--- src/rtl/hostDmaPkg.sv ---
package hostDmaPkg;
  localparam int BYTE_W  = 8;
  localparam int LANES   = 3;
  localparam int WORD_W  = BYTE_W * LANES;
  localparam int LANE_W  = $clog2(LANES + 1);
  localparam int PCTRL_W = 5;
  // host control register bit positions
  localparam int INIT_BIT = 7;
  localparam int MODE_HI  = 6;
  localparam int MODE_LO  = 5;
  localparam int FLAG_HI  = 4;
  localparam int FLAG_LO  = 3;
  localparam int TXRQ_BIT = 1;
  localparam int RXRQ_BIT = 0;
  localparam int RXIE_BIT = 0;

  typedef struct packed {
    logic [LANES-1:0] loadLane;  // bit i: store byte into lane i+1
  } strobe_t;
endpackage

--- src/rtl/hostDmaCtrl.sv ---
module hostDmaCtrl
  import hostDmaPkg::*;
(
  input  logic               clk,
  input  logic               rstN,
  input  logic               ctrlWrEn,
  input  logic [7:0]         ctrlWdata,
  output logic [7:0]         ctrlRdata,
  input  logic               dataWrEn,
  input  logic [LANE_W-1:0]  hostLane,
  input  logic               procRdEn,
  input  logic               procCtrlWrEn,
  input  logic [PCTRL_W-1:0] procCtrlWdata,
  output logic [PCTRL_W-1:0] procCtrlRdata,
  output logic               hostReqN,
  output logic               txEmpty,
  output logic               rxFull,
  output logic               procIrq,
  output logic [LANE_W-1:0]  laneOut,
  output strobe_t            strb
);
  logic [1:0] hostMode, hostFlags;
  logic txReqEn, rxReqEn, initPend;
  logic [LANE_W-1:0] laneCnt, effLane, nextLane;
  logic txEmptyQ, rxFullQ;
  logic [PCTRL_W-1:0] pCtrl;
  logic dmaOn, initWr, initTx, accept, lastLane, takeWord;

  assign dmaOn    = hostMode != 2'b00;
  assign initWr   = ctrlWrEn & ctrlWdata[INIT_BIT];
  assign initTx   = initWr & ctrlWdata[TXRQ_BIT];
  assign effLane  = dmaOn ? laneCnt : hostLane;
  assign accept   = dataWrEn & txEmptyQ & (effLane != '0) & ~initTx;
  assign lastLane = effLane == LANE_W'(LANES);
  assign takeWord = procRdEn & rxFullQ & ~initTx;
  assign nextLane = (laneCnt == LANE_W'(LANES)) ? LANE_W'(1) : laneCnt + LANE_W'(1);

  always_comb begin
    strb.loadLane = '0;
    for (int i = 0; i < LANES; i++)
      strb.loadLane[i] = accept && (effLane == LANE_W'(i + 1));
  end

  always_ff @(posedge clk or negedge rstN) begin
    if (!rstN) begin
      hostMode  <= '0;
      hostFlags <= '0;
      txReqEn   <= 1'b0;
      rxReqEn   <= 1'b0;
      initPend  <= 1'b0;
    end else begin
      initPend <= initWr;
      if (ctrlWrEn) begin
        hostMode  <= ctrlWdata[MODE_HI:MODE_LO];
        hostFlags <= ctrlWdata[FLAG_HI:FLAG_LO];
        txReqEn   <= ctrlWdata[TXRQ_BIT];
        rxReqEn   <= ctrlWdata[RXRQ_BIT];
      end
    end
  end

  always_ff @(posedge clk or negedge rstN) begin
    if (!rstN) begin
      txEmptyQ <= 1'b1;
      rxFullQ  <= 1'b0;
      laneCnt  <= LANE_W'(1);
    end else begin
      if (initTx) begin
        txEmptyQ <= 1'b1;
        rxFullQ  <= 1'b0;
      end else if (accept && lastLane) begin
        txEmptyQ <= 1'b0;
        rxFullQ  <= 1'b1;
      end else if (takeWord) begin
        txEmptyQ <= 1'b1;
        rxFullQ  <= 1'b0;
      end
      if (initTx)
        laneCnt <= LANE_W'(1);
      else if (accept && dmaOn)
        laneCnt <= nextLane;
    end
  end

  always_ff @(posedge clk or negedge rstN) begin
    if (!rstN)             pCtrl <= '0;
    else if (procCtrlWrEn) pCtrl <= procCtrlWdata;
  end

  assign ctrlRdata     = {initPend, hostMode, hostFlags, 1'b0, txReqEn, rxReqEn};
  assign procCtrlRdata = pCtrl;
  assign hostReqN      = ~(dmaOn & txReqEn & txEmptyQ);
  assign txEmpty       = txEmptyQ;
  assign rxFull        = rxFullQ;
  assign procIrq       = pCtrl[RXIE_BIT] & rxFullQ;
  assign laneOut       = laneCnt;
endmodule

--- src/rtl/hostDmaPath.sv ---
module hostDmaPath
  import hostDmaPkg::*;
(
  input  logic              clk,
  input  logic              rstN,
  input  logic [BYTE_W-1:0] dataByte,
  input  strobe_t           strb,
  output logic [WORD_W-1:0] procWord
);
  logic [BYTE_W-1:0] laneByte [LANES-1];
  logic [WORD_W-1:0] assembled;

  for (genvar g = 0; g < LANES - 1; g++) begin : g_lane
    always_ff @(posedge clk or negedge rstN) begin
      if (!rstN)                laneByte[g] <= '0;
      else if (strb.loadLane[g]) laneByte[g] <= dataByte;
    end
  end

  always_comb begin
    assembled = '0;
    for (int i = 0; i < LANES - 1; i++)
      assembled[WORD_W-1-i*BYTE_W -: BYTE_W] = laneByte[i];
    assembled[BYTE_W-1:0] = dataByte;
  end

  always_ff @(posedge clk or negedge rstN) begin
    if (!rstN)                        procWord <= '0;
    else if (strb.loadLane[LANES-1]) procWord <= assembled;
  end
endmodule

--- src/rtl/hostDmaSeq.sv ---
module hostDmaSeq
  import hostDmaPkg::*;
(
  input  logic               clk,
  input  logic               rstN,
  input  logic               ctrlWrEn,
  input  logic [7:0]         ctrlWdata,
  output logic [7:0]         ctrlRdata,
  input  logic               dataWrEn,
  input  logic [BYTE_W-1:0]  dataByte,
  input  logic [LANE_W-1:0]  hostLane,
  output logic               hostReqN,
  output logic               txEmpty,
  output logic [LANE_W-1:0]  laneOut,
  input  logic               procRdEn,
  output logic [WORD_W-1:0]  procWord,
  output logic               procRxFull,
  input  logic               procCtrlWrEn,
  input  logic [PCTRL_W-1:0] procCtrlWdata,
  output logic [PCTRL_W-1:0] procCtrlRdata,
  output logic               procIrq
);
  strobe_t strb;

  hostDmaCtrl ctrl_i (
    .clk(clk), .rstN(rstN),
    .ctrlWrEn(ctrlWrEn), .ctrlWdata(ctrlWdata), .ctrlRdata(ctrlRdata),
    .dataWrEn(dataWrEn), .hostLane(hostLane), .procRdEn(procRdEn),
    .procCtrlWrEn(procCtrlWrEn), .procCtrlWdata(procCtrlWdata),
    .procCtrlRdata(procCtrlRdata), .hostReqN(hostReqN), .txEmpty(txEmpty),
    .rxFull(procRxFull), .procIrq(procIrq), .laneOut(laneOut), .strb(strb)
  );

  hostDmaPath path_i (
    .clk(clk), .rstN(rstN), .dataByte(dataByte), .strb(strb),
    .procWord(procWord)
  );
endmodule

--- config.mk ---
export PLATFORM = sky130hd
export DESIGN_NAME = hostDmaSeq
export DESIGN_NICKNAME = d
export VERILOG_FILES = /design/src/rtl/hostDmaPkg.sv /design/src/rtl/hostDmaCtrl.sv /design/src/rtl/hostDmaPath.sv /design/src/rtl/hostDmaSeq.sv
export SDC_FILE = /design/constraint.sdc
export NUM_CORES = 1
export LEC_CHECK = 0
export BUFFER_PORTS_ARGS = -buffer_cell sky130_fd_sc_hd__buf_2
export CORE_MARGIN = 2
export CORE_UTILIZATION = 51
export CTS_CLUSTER_SIZE = 12
export DETAILED_ROUTE_END_ITERATION = 8
export PLACE_DENSITY = 0.84
export SLEW_MARGIN = 20
export SYNTH_ARGS = -nofsm -noshare
export SYNTH_HDL_FRONTEND = slang
export SYNTH_HIERARCHICAL = 1
export SYNTH_SLANG_ARGS = --single-unit
--- constraint.sdc ---
create_clock -name clk -period 1.85 [get_ports clk]
set_input_delay 0.2775 -clock clk [delete_from_list [all_inputs] [get_ports clk]]
set_output_delay 0.2775 -clock clk [all_outputs]
set_load 0.005 [all_outputs]
==> results of run 1 <==
## where the power goes
part	switching [mW]	internal, mW
Sequential	0.298	1.74
Clock	0.377	0.401
Combinational	0.473	0.890
Total	1.15	3.03
## logic make-up (layout without fill, tap and decap cells)
logic type,Yosys count,count (layout),share of synthesized area (%)
DFF,56,56,58.9
muxes,51,51,27.3
AOI/OAI and AO/OA,11,11,3.41
buffers and inverters,12,85,4.46
and+or+nand+nor,18,18,5.25
adders and majority gates,1,1,0.525
other,1,1,0.157
## worst max-delay path by stage
stage / startpoint / endpoint / slack, ns / cells past startpoint
after floorplan: ctrl_i/laneOut[1]$_DFFE_PN0P_ / path_i/assembled[10]$_DFFE_PN0P_ / 0.26 / 5
after global placement: ctrl_i/laneOut[0]$_DFFE_PN1P_ / path_i/procWord[0]$_DFFE_PN0P_ / 0.18 / 4
after detailed placement: ctrlWrEn / path_i/procWord[1]$_DFFE_PN0P_ / 0.15 / 6
after CTS: ctrl_i/laneOut[0]$_DFFE_PN1P_ / path_i/procWord[1]$_DFFE_PN0P_ / 0.14 / 4
after global routing: ctrl_i/laneOut[0]$_DFFE_PN1P_ / path_i/procWord[1]$_DFFE_PN0P_ / 0.04 / 4
final: ctrl_i/laneOut[0]$_DFFE_PN1P_ / path_i/procWord[1]$_DFFE_PN0P_ / 0.13 / 4
## cell type report
| class | instances | area (um2) | area share [%] |
|---|---|---|---|
| sequential | 56 | 1400 | 48.4 |
| clock buffer | 5 | 68.8 | 2.37 |
| tap | 52 | 65.1 | 2.24 |
| clock inverter | 3 | 42.5 | 1.47 |
| timing repair buffer | 75 | 430 | 14.8 |
| multi-input combinational | 82 | 883 | 30.4 |
| inverter | 2 | 7.51 | 0.259 |
## worst max-delay path: stages, from the launching register on
cell and delay [ns]:
dfstp_2 0.60, o211ai_1 0.19, a21oi_4 0.22, buf_12 0.22, mux2_2 0.36
## metal layers
metal | share of wire, % | wire, um
met1 | 43 | 1680
met2 | 50 | 1990
met3 | 6.2 | 246
met4 | 0.68 | 27
met5 | 0 | 0
## stage by stage
stage,worst slack [ns],utilization [%],instance area (um2),std cells
after floorplan,0.258,-,2380,150
after global placement,0.177,63.0,2780,266
after detailed placement,0.154,63.0,2780,266
after CTS,0.140,65.7,2900,275
after global routing,0.0354,65.7,2900,275
final,0.134,65.7,2900,275
## repair_timing
| item | in CTS | in global routing |
|---|---|---|
| endpoints found under the setup margin | 0 | 0 |
| hold endpoints to repair | 13 | 0 |
| hold buffers | 1 | 0 |
## cell usage after synthesis (2+ instances only)
| master | count |
|---|---|
| dfrtp_1 | 54 |
| mux2_2 | 31 |
| mux2_4 | 20 |
| buf_4 | 5 |
| nand3_1 | 5 |
| a21oi_1 | 2 |
| and2_1 | 2 |
| buf_12 | 2 |
| buf_2 | 2 |
| dfstp_2 | 2 |
| nand2_1 | 2 |
| nand3b_1 | 2 |
| o211ai_1 | 2 |
## layout by cell type, fill, tap and decap left out, types with 2 or more instances in the layout
master / n
and2_1: 2
buf_12: 3
buf_2: 69
buf_4: 2
clkbuf_8: 5
dfrtp_1: 54
dfstp_2: 2
mux2_2: 31
mux2_4: 20
nand2_1: 2
nand3_1: 5
nand3b_1: 2
o211ai_1: 2
## flip-flops by register name, indices dropped and copies added, names as in the netlist
name and flops:
ctrl_i/rxReqEn 1, ctrl_i/txReqEn 1, ctrl_i/txEmpty 1, ctrl_i/laneOut 2, path_i/assembled 16, ctrl_i/hostFlags 2, ctrl_i/initPend 1, ctrl_i/rxFull 1
ctrl_i/procCtrlRdata 5, ctrl_i/hostMode 2, path_i/procWord 24
==> flow_metrics.tcl, run 1 <==
set metrics [dict create \
    status "completed" \
    whs_ns 0.197 \
    num_rows 24 \
    place_congestion 0.750 \
    worstHoldStart "ctrlWdata[3]" \
    n_antenna_cell 0 \
    fin_crit_sh_pct 92.8 \
    min_path_type "in2reg" \
    syn-num-nets 180 \
    grt_pass1_vias 1486 \
    detail-route-antenna-nets 0 \
    cp.required_ns 2.05 \
    start_util_pct 54.0 \
    die_x_um 72.3 \
    r2r-end "path_i/procWord[1]$_DFFE_PN0P_" \
    io_buffers 69 \
    yosys.area.top_type "dfrtp_1" \
    worstReg2RegStart "ctrl_i/laneOut[0]$_DFFE_PN1P_" \
    wl_per_cell_um 14.3 \
    syn_to_final_growth_pct 21.8 \
    fp.dieH_um 72.3 \
    power_mw 4.17 \
    drtIter0Drc 44 \
    setup_viol_count_final 0 \
    gr-usage-all-layers_pct 16.6 \
    cp.arrival_ns 1.91 \
    ys_ff_latch 56 \
    rrSetupSlack_ns 0.13 \
    fillCellCount 325 \
    cts_buffer_depth 2 \
    drive_gt1_share_pct 63.2 \
    firstDrtPassIters 4 \
    period_needed_ns 1.72 \
    p_leak_nw 1.41 \
    whs_endpoint "ctrl_i/hostFlags[0]$_DFFE_PN0P_" \
    antenna_found_initial 0 \
    cp-start-kind "flip-flop" \
    cts_tree "yes" \
    insertion_delay_ns 0.30 \
    rsz0062_at_grt "false" \
    critPathMaxFanout 24 \
    gr-usage-met2_pct 28.5 \
    synthCells 150 \
    timing_hold_violations_final 0 \
    min_path_cells 2 \
    grt_max_degree 25 \
    cts_resized 0 \
    synth_cell_type_count 32 \
    ys_seq_area_share_pct 58.9 \
    netlist.area_leader.share_pct 56.7 \
    cts_sinks 56 \
    boundaryPins 72 \
    place.detailed.hpwl_mm 2.85 \
    cellPowerDensity_nw_per_um2 1440 \
    route.vias.total 1443 \
    max_freq_mhz 583 \
    h-tree-depth 2 \
    path_clk_slew_ns 0.09 \
    use_met1_pct 20.8 \
    nNetsFinal 252 \
    gr-usage-met3_pct 4.58 \
    synth_edf_count 0 \
    die-area_um2 5230 \
    finalWirelength_mm 3.95 \
    timing.max_cap.violations 0 \
    drcViolationCount 0 \
    numCtsBuffers 5 \
    cts_setup_buffers 0 \
    fin_skew_ns 0.00509 \
    ys.flop_type "dfrtp_1" \
    timing.setup.tns_ns 0 \
    synthArstFlopShare_pct 100 \
    vias_per_cell 5.25 \
    grt.overflow.total 0 \
    postSynthAreaPerCell_um2 15.9 \
    syn-cell-area_um2 2380 \
    yosys_warnings 6 \
    rr_worst_depth 4 \
    drv_slew 0 \
    end_kind "flip-flop" \
    synthTopCellsByArea "dfrtp_1, mux2_2, mux2_4, dfstp_2, buf_12" \
    grt_pass1_wl_mm 6.70 \
    fp.coreArea_um2 4410 \
    busiest_layer "met2" \
    critPathKind "reg2reg" \
    cts_root_buffer "clkbuf_8" \
    peakVddDrop_mv 0.555 \
]
Note: power is estimated with default switching activity, not from simulation.
==> run 2, diff against run 1 <==
--- a/config.mk
+++ b/config.mk
@@ -5,9 +5,12 @@
 export SDC_FILE = /design/constraint.sdc
 export NUM_CORES = 1
 export LEC_CHECK = 0
+export ABC_AREA = 1
 export BUFFER_PORTS_ARGS = -buffer_cell sky130_fd_sc_hd__buf_2
+export CELL_PAD_IN_SITES_DETAIL_PLACEMENT = 0
+export CELL_PAD_IN_SITES_GLOBAL_PLACEMENT = 1
 export CORE_MARGIN = 2
-export CORE_UTILIZATION = 51
+export CORE_UTILIZATION = 38
 export CTS_CLUSTER_SIZE = 12
 export DETAILED_ROUTE_END_ITERATION = 8
 export PLACE_DENSITY = 0.84
==> run 2 against run 1 <==
  * Worst hold slack got worse by 0.014 ns
  * Synthesized cell count increased by 69%
  * Flip-flop and latch count unchanged
  * Global-route usage decreased by 2.6 points
  * Setup slack improved by 0.11 ns
  * Clock skew increased by 0.0011 ns
  * First-iteration DRC count increased to 2.6 times the previous value
  * Routed wire length increased by 19%
  * Via count increased by 22%
  * Synthesized area increased by 0.11%
  * Fmax increased by 6.8%
  * Critical path type unchanged
  * Critical endpoint is now path_i/procWord[18]$_DFFE_PN0P_
  * Largest cell class unchanged
==> flow_metrics.tcl, run 2 <==
set metrics [dict create \
    fp.coreArea_um2 5990 \
    timing_hold_violations_final 0 \
    numCtsBuffers 5 \
    hold_buffers 1 \
    h-tree-depth 2 \
    cellPowerDensity_nw_per_um2 1330 \
    synthTopCellsByArea "dfrtp_1, nand2_1, mux2_2, nand2_2, inv_1" \
    clockPowerShare_pct 18.1 \
    drcViolationCount 0 \
    critPathKind "reg2reg" \
    min_path_type "in2reg" \
    setup_viol_count_final 0 \
    firstDrtPassIters 4 \
    postSynthAreaPerCell_um2 9.43 \
    rrSetupSlack_ns 0.24 \
    dpl_cell_area_um2 2750 \
    p_sw_share_pct 33.5 \
    whs_endpoint "ctrl_i/hostMode[1]$_DFFE_PN0P_" \
    cp-start-kind "flip-flop" \
    detail-route-antenna-nets 0 \
    ys_ff_latch 56 \
    n_antenna_cell 0 \
    combPwrFrac_pct 30.3 \
    synth_edf_count 0 \
    synth_mux_area_share_pct 4.25 \
    synthAdderAreaFrac_pct 0.525 \
    worstHoldStart "ctrlWdata[6]" \
    drive_gt1_share_pct 34.6 \
    ys.flop_type "dfrtp_1" \
    syn-cell-area_um2 2380 \
    intPower_mw 2.53 \
    grt.overflow.total 0 \
    io_buffers 69 \
    insertion_delay_ns 0.31 \
    ys_seq_area_share_pct 58.9 \
    route.vias.total 1766 \
    boundaryPins 72 \
    place.detailed.hpwl_mm 3.34 \
    drv_slew 0 \
    layout_commonest_cell "nand2_1" \
    cp.arrival_ns 1.86 \
    yosys.area.top_type "dfrtp_1" \
    final_cell_mix "nand2_1, buf_2, dfrtp_1" \
    finalWirelength_mm 4.68 \
    min_path_cells 3 \
    synthCells 253 \
    cts_tree "yes" \
    critPathMaxFanout 16 \
    peakVddDrop_mv 0.660 \
    timing.setup.tns_ns 0 \
    end_kind "flip-flop" \
    cp.required_ns 2.10 \
    rsz0062_at_grt "false" \
    yosys_warnings 6 \
    p_leak_nw 1.64 \
    p_switching_mw 1.28 \
    path_clk_slew_ns 0.10 \
    synth_compound_area_share_pct 1.21 \
    largest_reg_flops 24 \
    cts_sinks 56 \
    gr-usage-all-layers_pct 14.1 \
    grt_pass1_vias 1745 \
    num_rows 28 \
    final_util_pct 47.6 \
    grt_pass1_wl_mm 7.96 \
    die-area_um2 6930 \
    cts_root_buffer "clkbuf_8" \
    fp.dieH_um 83.2 \
    whs_ns 0.183 \
    drtIter0Drc 113 \
    synth_common_cells "nand2_1, dfrtp_1, inv_1, nand2_2, mux2_2" \
    fin_skew_ns 0.00614 \
    r2r-end "path_i/procWord[18]$_DFFE_PN0P_" \
    netlist.area_leader.share_pct 56.7 \
    cts_setup_buffers 0 \
    wl_per_cell_um 11.7 \
    nNetsFinal 353 \
    synth_top_family_by_area "simple AND/OR/NAND/NOR gates" \
    regMostFlops "path_i/procWord" \
    period_needed_ns 1.61 \
    synth_most_common_cell "nand2_1" \
    worstReg2RegStart "ctrl_i/txEmpty$_DFFE_PN1P_" \
    syn_to_final_growth_pct 19.6 \
    max_freq_mhz 622 \
    fin_crit_sh_pct 86.8 \
    grt_max_degree 57 \
    synth_cell_type_count 21 \
    synthArstFlopShare_pct 100 \
    vias_per_cell 4.43 \
    power_mw 3.80 \
    start_util_pct 39.8 \
    place_congestion 0.730 \
    rr_worst_depth 9 \
    die_x_um 83.2 \
    timing.max_cap.violations 0 \
    synthSimpleGateAreaFrac_pct 26.5 \
    cts_buffer_depth 2 \
    fin_area_um2 2850 \
    synth_xor_area_share_pct 0 \
    seqPwrFrac_pct 51.6 \
    antenna_found_initial 0 \
    cts_resized 0 \
    syn-num-nets 283 \
    status "completed" \
]
[run 2: cell count changes in the layout (fill, tap and decap cells not counted), moves of 2 or more]
| cell | delta |
|---|---|
| nor2_2 | +2 |
| o21ai_0 | +3 |
| nand2_1 | +125 |
| nor3_1 | +2 |
| nand2_2 | +12 |
| inv_1 | +17 |
| buf_12 | -2 |
| o211ai_1 | -2 |
| mux2_4 | -20 |
| buf_4 | +2 |
| mux2_2 | -22 |
| and2_1 | -2 |
| nand3b_1 | -2 |
[run 2: area by class of cell]
cell class / instances / area [um2]
clock buffer: 6 / 82.6
clock inverter: 2 / 10.0
fill: 609 / 3140
inverter: 19 / 76.3
multi-input combinational: 166 / 779
sequential: 56 / 1400
tap: 75 / 93.8
timing repair buffer: 75 / 405
[run 2: cell families after synthesis]
group / count (synthesis)
AND/OR/NAND/NOR: 150
flip-flops: 56
buffers and inverters: 31
multiplexers: 9
AO/OA/AOI/OAI: 5
adder cells (fa/ha/maj): 1
other: 1
[run 2: power by group through the flow]
stage          clock network [mW]  logic (mW)  registers [mW]
3_3_place_gp                    0        1.14            1.98
4_1_cts                     0.721        1.18            1.97
2_1_floorplan                   0       0.701            1.99
5_1_grt                     0.784        1.34            2.03
3_5_place_dp                    0        1.18            1.99
6_report                    0.688        1.15            1.96
[run 2: metal layers]
metal	global-route usage [%]	vias up	routed length, um
met4	2.68	0	32
met1	17.9	805	2120
met3	5.67	4	428
met5	0	-	0
met2	22.9	63	2100
li1	-	894	-
[run 2: metrics by stage]
stage | cells | setup slack [ns]
3_3_place_gp | 390 | 0.290
5_1_grt | 399 | 0.0934
3_5_place_dp | 390 | 0.259
4_1_cts | 399 | 0.231
2_1_floorplan | 253 | 0.401
6_report | 399 | 0.244
[run 2: critical path, stage by stage (launching register included)]
cell and delay (ns):
dfstp_2 0.57, nand2_1 0.06, inv_1 0.08, nand2_4 0.07
inv_1 0.07, nand3_2 0.11, inv_1 0.18, buf_4 0.25
nand2_1 0.08, nand2_1 0.07
[run 2: worst max path at each step]
stage	from	slack (ns)	endpoint
global route	ctrl_i/txEmpty$_DFFE_PN1P_	0.09	path_i/procWord[18]$_DFFE_PN0P_
floorplan	ctrl_i/txEmpty$_DFFE_PN1P_	0.40	path_i/procWord[10]$_DFFE_PN0P_
finish	ctrl_i/txEmpty$_DFFE_PN1P_	0.24	path_i/procWord[18]$_DFFE_PN0P_
global placement	ctrl_i/txEmpty$_DFFE_PN1P_	0.29	path_i/procWord[18]$_DFFE_PN0P_
detailed placement	ctrl_i/txEmpty$_DFFE_PN1P_	0.26	path_i/procWord[5]$_DFFE_PN0P_
CTS	ctrl_i/txEmpty$_DFFE_PN1P_	0.23	path_i/procWord[5]$_DFFE_PN0P_
==> run 3, diff against run 2 <==
--- a/config.mk
+++ b/config.mk
@@ -6,14 +6,15 @@
 export NUM_CORES = 1
 export LEC_CHECK = 0
 export ABC_AREA = 1
-export BUFFER_PORTS_ARGS = -buffer_cell sky130_fd_sc_hd__buf_2
 export CELL_PAD_IN_SITES_DETAIL_PLACEMENT = 0
 export CELL_PAD_IN_SITES_GLOBAL_PLACEMENT = 1
 export CORE_MARGIN = 2
-export CORE_UTILIZATION = 38
+export CORE_UTILIZATION = 46
 export CTS_CLUSTER_SIZE = 12
 export DETAILED_ROUTE_END_ITERATION = 8
-export PLACE_DENSITY = 0.84
+export DONT_BUFFER_PORTS = 1
+export PLACE_DENSITY = 0.82
+export RECOVER_POWER = 25
 export SLEW_MARGIN = 20
 export SYNTH_ARGS = -nofsm -noshare
 export SYNTH_HDL_FRONTEND = slang
==> run 3 against run 2 <==
  * First-iteration DRC count shrank 43%
  * Final area shrank 13%
  * Register-to-register slack is essentially flat
  * Flip-flop and latch count is the same
  * Sequential power grew 5%
  * Via count shrank 14%
  * Power shrank 7.6%
  * Die area shrank 17%
  * Critical path type unchanged
  * Highest routed layer unchanged
==> flow_metrics.tcl, run 3 (same netlist as run 2, synthesis figures left out) <==
set metrics [dict create \
    end_kind "flip-flop" \
    period_needed_ns 1.60 \
    worstHoldStart "ctrlWdata[7]" \
    num_rows 26 \
    grt.overflow.total 0 \
    critPathKind "reg2reg" \
    numCtsBuffers 5 \
    grt_max_degree 57 \
    fp.coreArea_um2 5040 \
    regMostFlops "path_i/procWord" \
    detail-route-antenna-nets 0 \
    die-area_um2 5780 \
    largest_reg_flops 24 \
    setup_slack_ns 0.250 \
    insertion_delay_ns 0.31 \
    route.vias.total 1522 \
    fin_area_um2 2490 \
    fp.dieH_um 76 \
    p_leak_nw 1.34 \
    min_path_type "in2reg" \
    layout_commonest_cell "nand2_1" \
    firstDrtPassIters 4 \
    multi_input_area_um2 779 \
    drv_slew 0 \
    worst_slew_pin_slew_ns 1.20 \
    drive_gt1_share_pct 16.9 \
    max_freq_mhz 625 \
    timing.max_cap.violations 0 \
    wl_per_cell_um 13.2 \
    rsz0062_at_grt "false" \
    drtIter0Drc 64 \
    cp_slowest_cell "dfstp_2" \
    cp.arrival_ns 1.85 \
    regArea_um2 1400 \
    nNetsFinal 284 \
    fin_crit_sh_pct 86.5 \
    dp_slack_ns 0.245 \
    cts_buffer_depth 2 \
    cts_setup_buffers 0 \
    die_x_um 76 \
    vias_per_cell 4.68 \
    placedCellCount 315 \
    cts_root_buffer "clkbuf_8" \
    cts_tree "yes" \
    grt_pass1_vias 1607 \
    instances_no_fill 325 \
    place_congestion 0.730 \
    timing.setup.tns_ns 0 \
    worstSetupStartpoint "ctrl_i/txEmpty$_DFFE_PN1P_" \
    grt_pass1_wl_mm 7.48 \
    final_util_pct 49.3 \
    cts_sinks 56 \
    cp.required_ns 2.10 \
    n_antenna_cell 0 \
    syn_to_final_growth_pct 4.30 \
    fillCellCount 512 \
    cpPeakStageDelay_ns 0.59 \
    path_clk_slew_ns 0.10 \
    fin_skew_ns 0.00806 \
    timing_hold_violations_final 0 \
    finalWirelength_mm 4.29 \
    status "completed" \
    io_buffers 0 \
    peakVddDrop_mv 0.628 \
    cp-start-kind "flip-flop" \
    setup_viol_count_final 0 \
    min_path_cells 2 \
    h-tree-depth 2 \
    gr-usage-all-layers_pct 16.4 \
    dpl_cell_area_um2 2380 \
    whs_ns 0.0559 \
    power_mw 3.51 \
    antenna_found_initial 0 \
    rr_worst_depth 9 \
    cellPowerDensity_nw_per_um2 1410 \
    critPathMaxFanout 11 \
    place.detailed.hpwl_mm 2.98 \
    path_cells "nand2_1 -> inv_1 -> nand2_4 -> inv_1 -> nand3_2 -> inv_1 -> buf_4 -> nand2_1 -> nand2_1" \
    maxSlewHeadroom_pct 20.3 \
    cts_resized 0 \
    worstReg2RegStart "ctrl_i/txEmpty$_DFFE_PN1P_" \
    final_cell_mix "nand2_1, dfrtp_1, inv_1" \
    drcViolationCount 0 \
    start_util_pct 47.3 \
    boundaryPins 72 \
]
## run 3: cell types whose count changed in the layout (fill, tap and decap cells not counted), sizes merged
| cell | previous run | this run |
|---|---|---|
| inv | 19 | 20 |
| clkbuf | 6 | 5 |
| buf | 74 | 5 |
## run 3: area by class of cell
| type | instances | share of cell area [%] |
|---|---|---|
| flip-flops and latches | 56 | 56.4 |
| multi-input cells | 166 | 31.3 |
| well taps | 70 | 3.52 |
| inverters | 19 | 3.07 |
| clock buffers | 5 | 2.77 |
| repair buffers | 6 | 1.81 |
| clock inverters | 3 | 1.06 |
## run 3: per-layer routing
metal / track usage, % / vias to the layer above / wire (um)
li1: - / 757 / -
met1: 19.3 / 718 / 1900
met2: 28.5 / 41 / 2100
met3: 4.38 / 6 / 233
met4: 7.09 / 0 / 65
met5: 0 / - / 0
## run 3: what timing repair did
item,4_1_cts,5_1_grt
hold buffers,2,0
endpoints found under the hold margin,56,0
endpoints found under the setup margin,0,0
## run 3: where the power goes
group / switching (mW) / internal [mW]
logic: 0.453 / 0.313
registers: 0.360 / 1.70
clock network: 0.410 / 0.277
total: 1.22 / 2.29
## run 3: worst max-delay path: cells and delay by family, from the launching register on
| kind | cells | cell delay (ns) |
|---|---|---|
| DFF | 1 | 0.59 |
| buffers and inverters | 4 | 0.58 |
| and+or+nand+nor | 5 | 0.36 |
## run 3: worst paths after layout
path | to | slack, ns
worst min-delay path | ctrl_i/initPend$_DFF_PN0_ | 0.06
max in group asynchronous | path_i/assembled[9]$_DFFE_PN0P_ | 0.35
min in group asynchronous | path_i/procWord[21]$_DFFE_PN0P_ | 0.76
worst min register to register | path_i/assembled[19]$_DFFE_PN0P_ | 0.48
worst max register to register | path_i/procWord[9]$_DFFE_PN0P_ | 0.25
worst max-delay path | path_i/procWord[9]$_DFFE_PN0P_ | 0.25
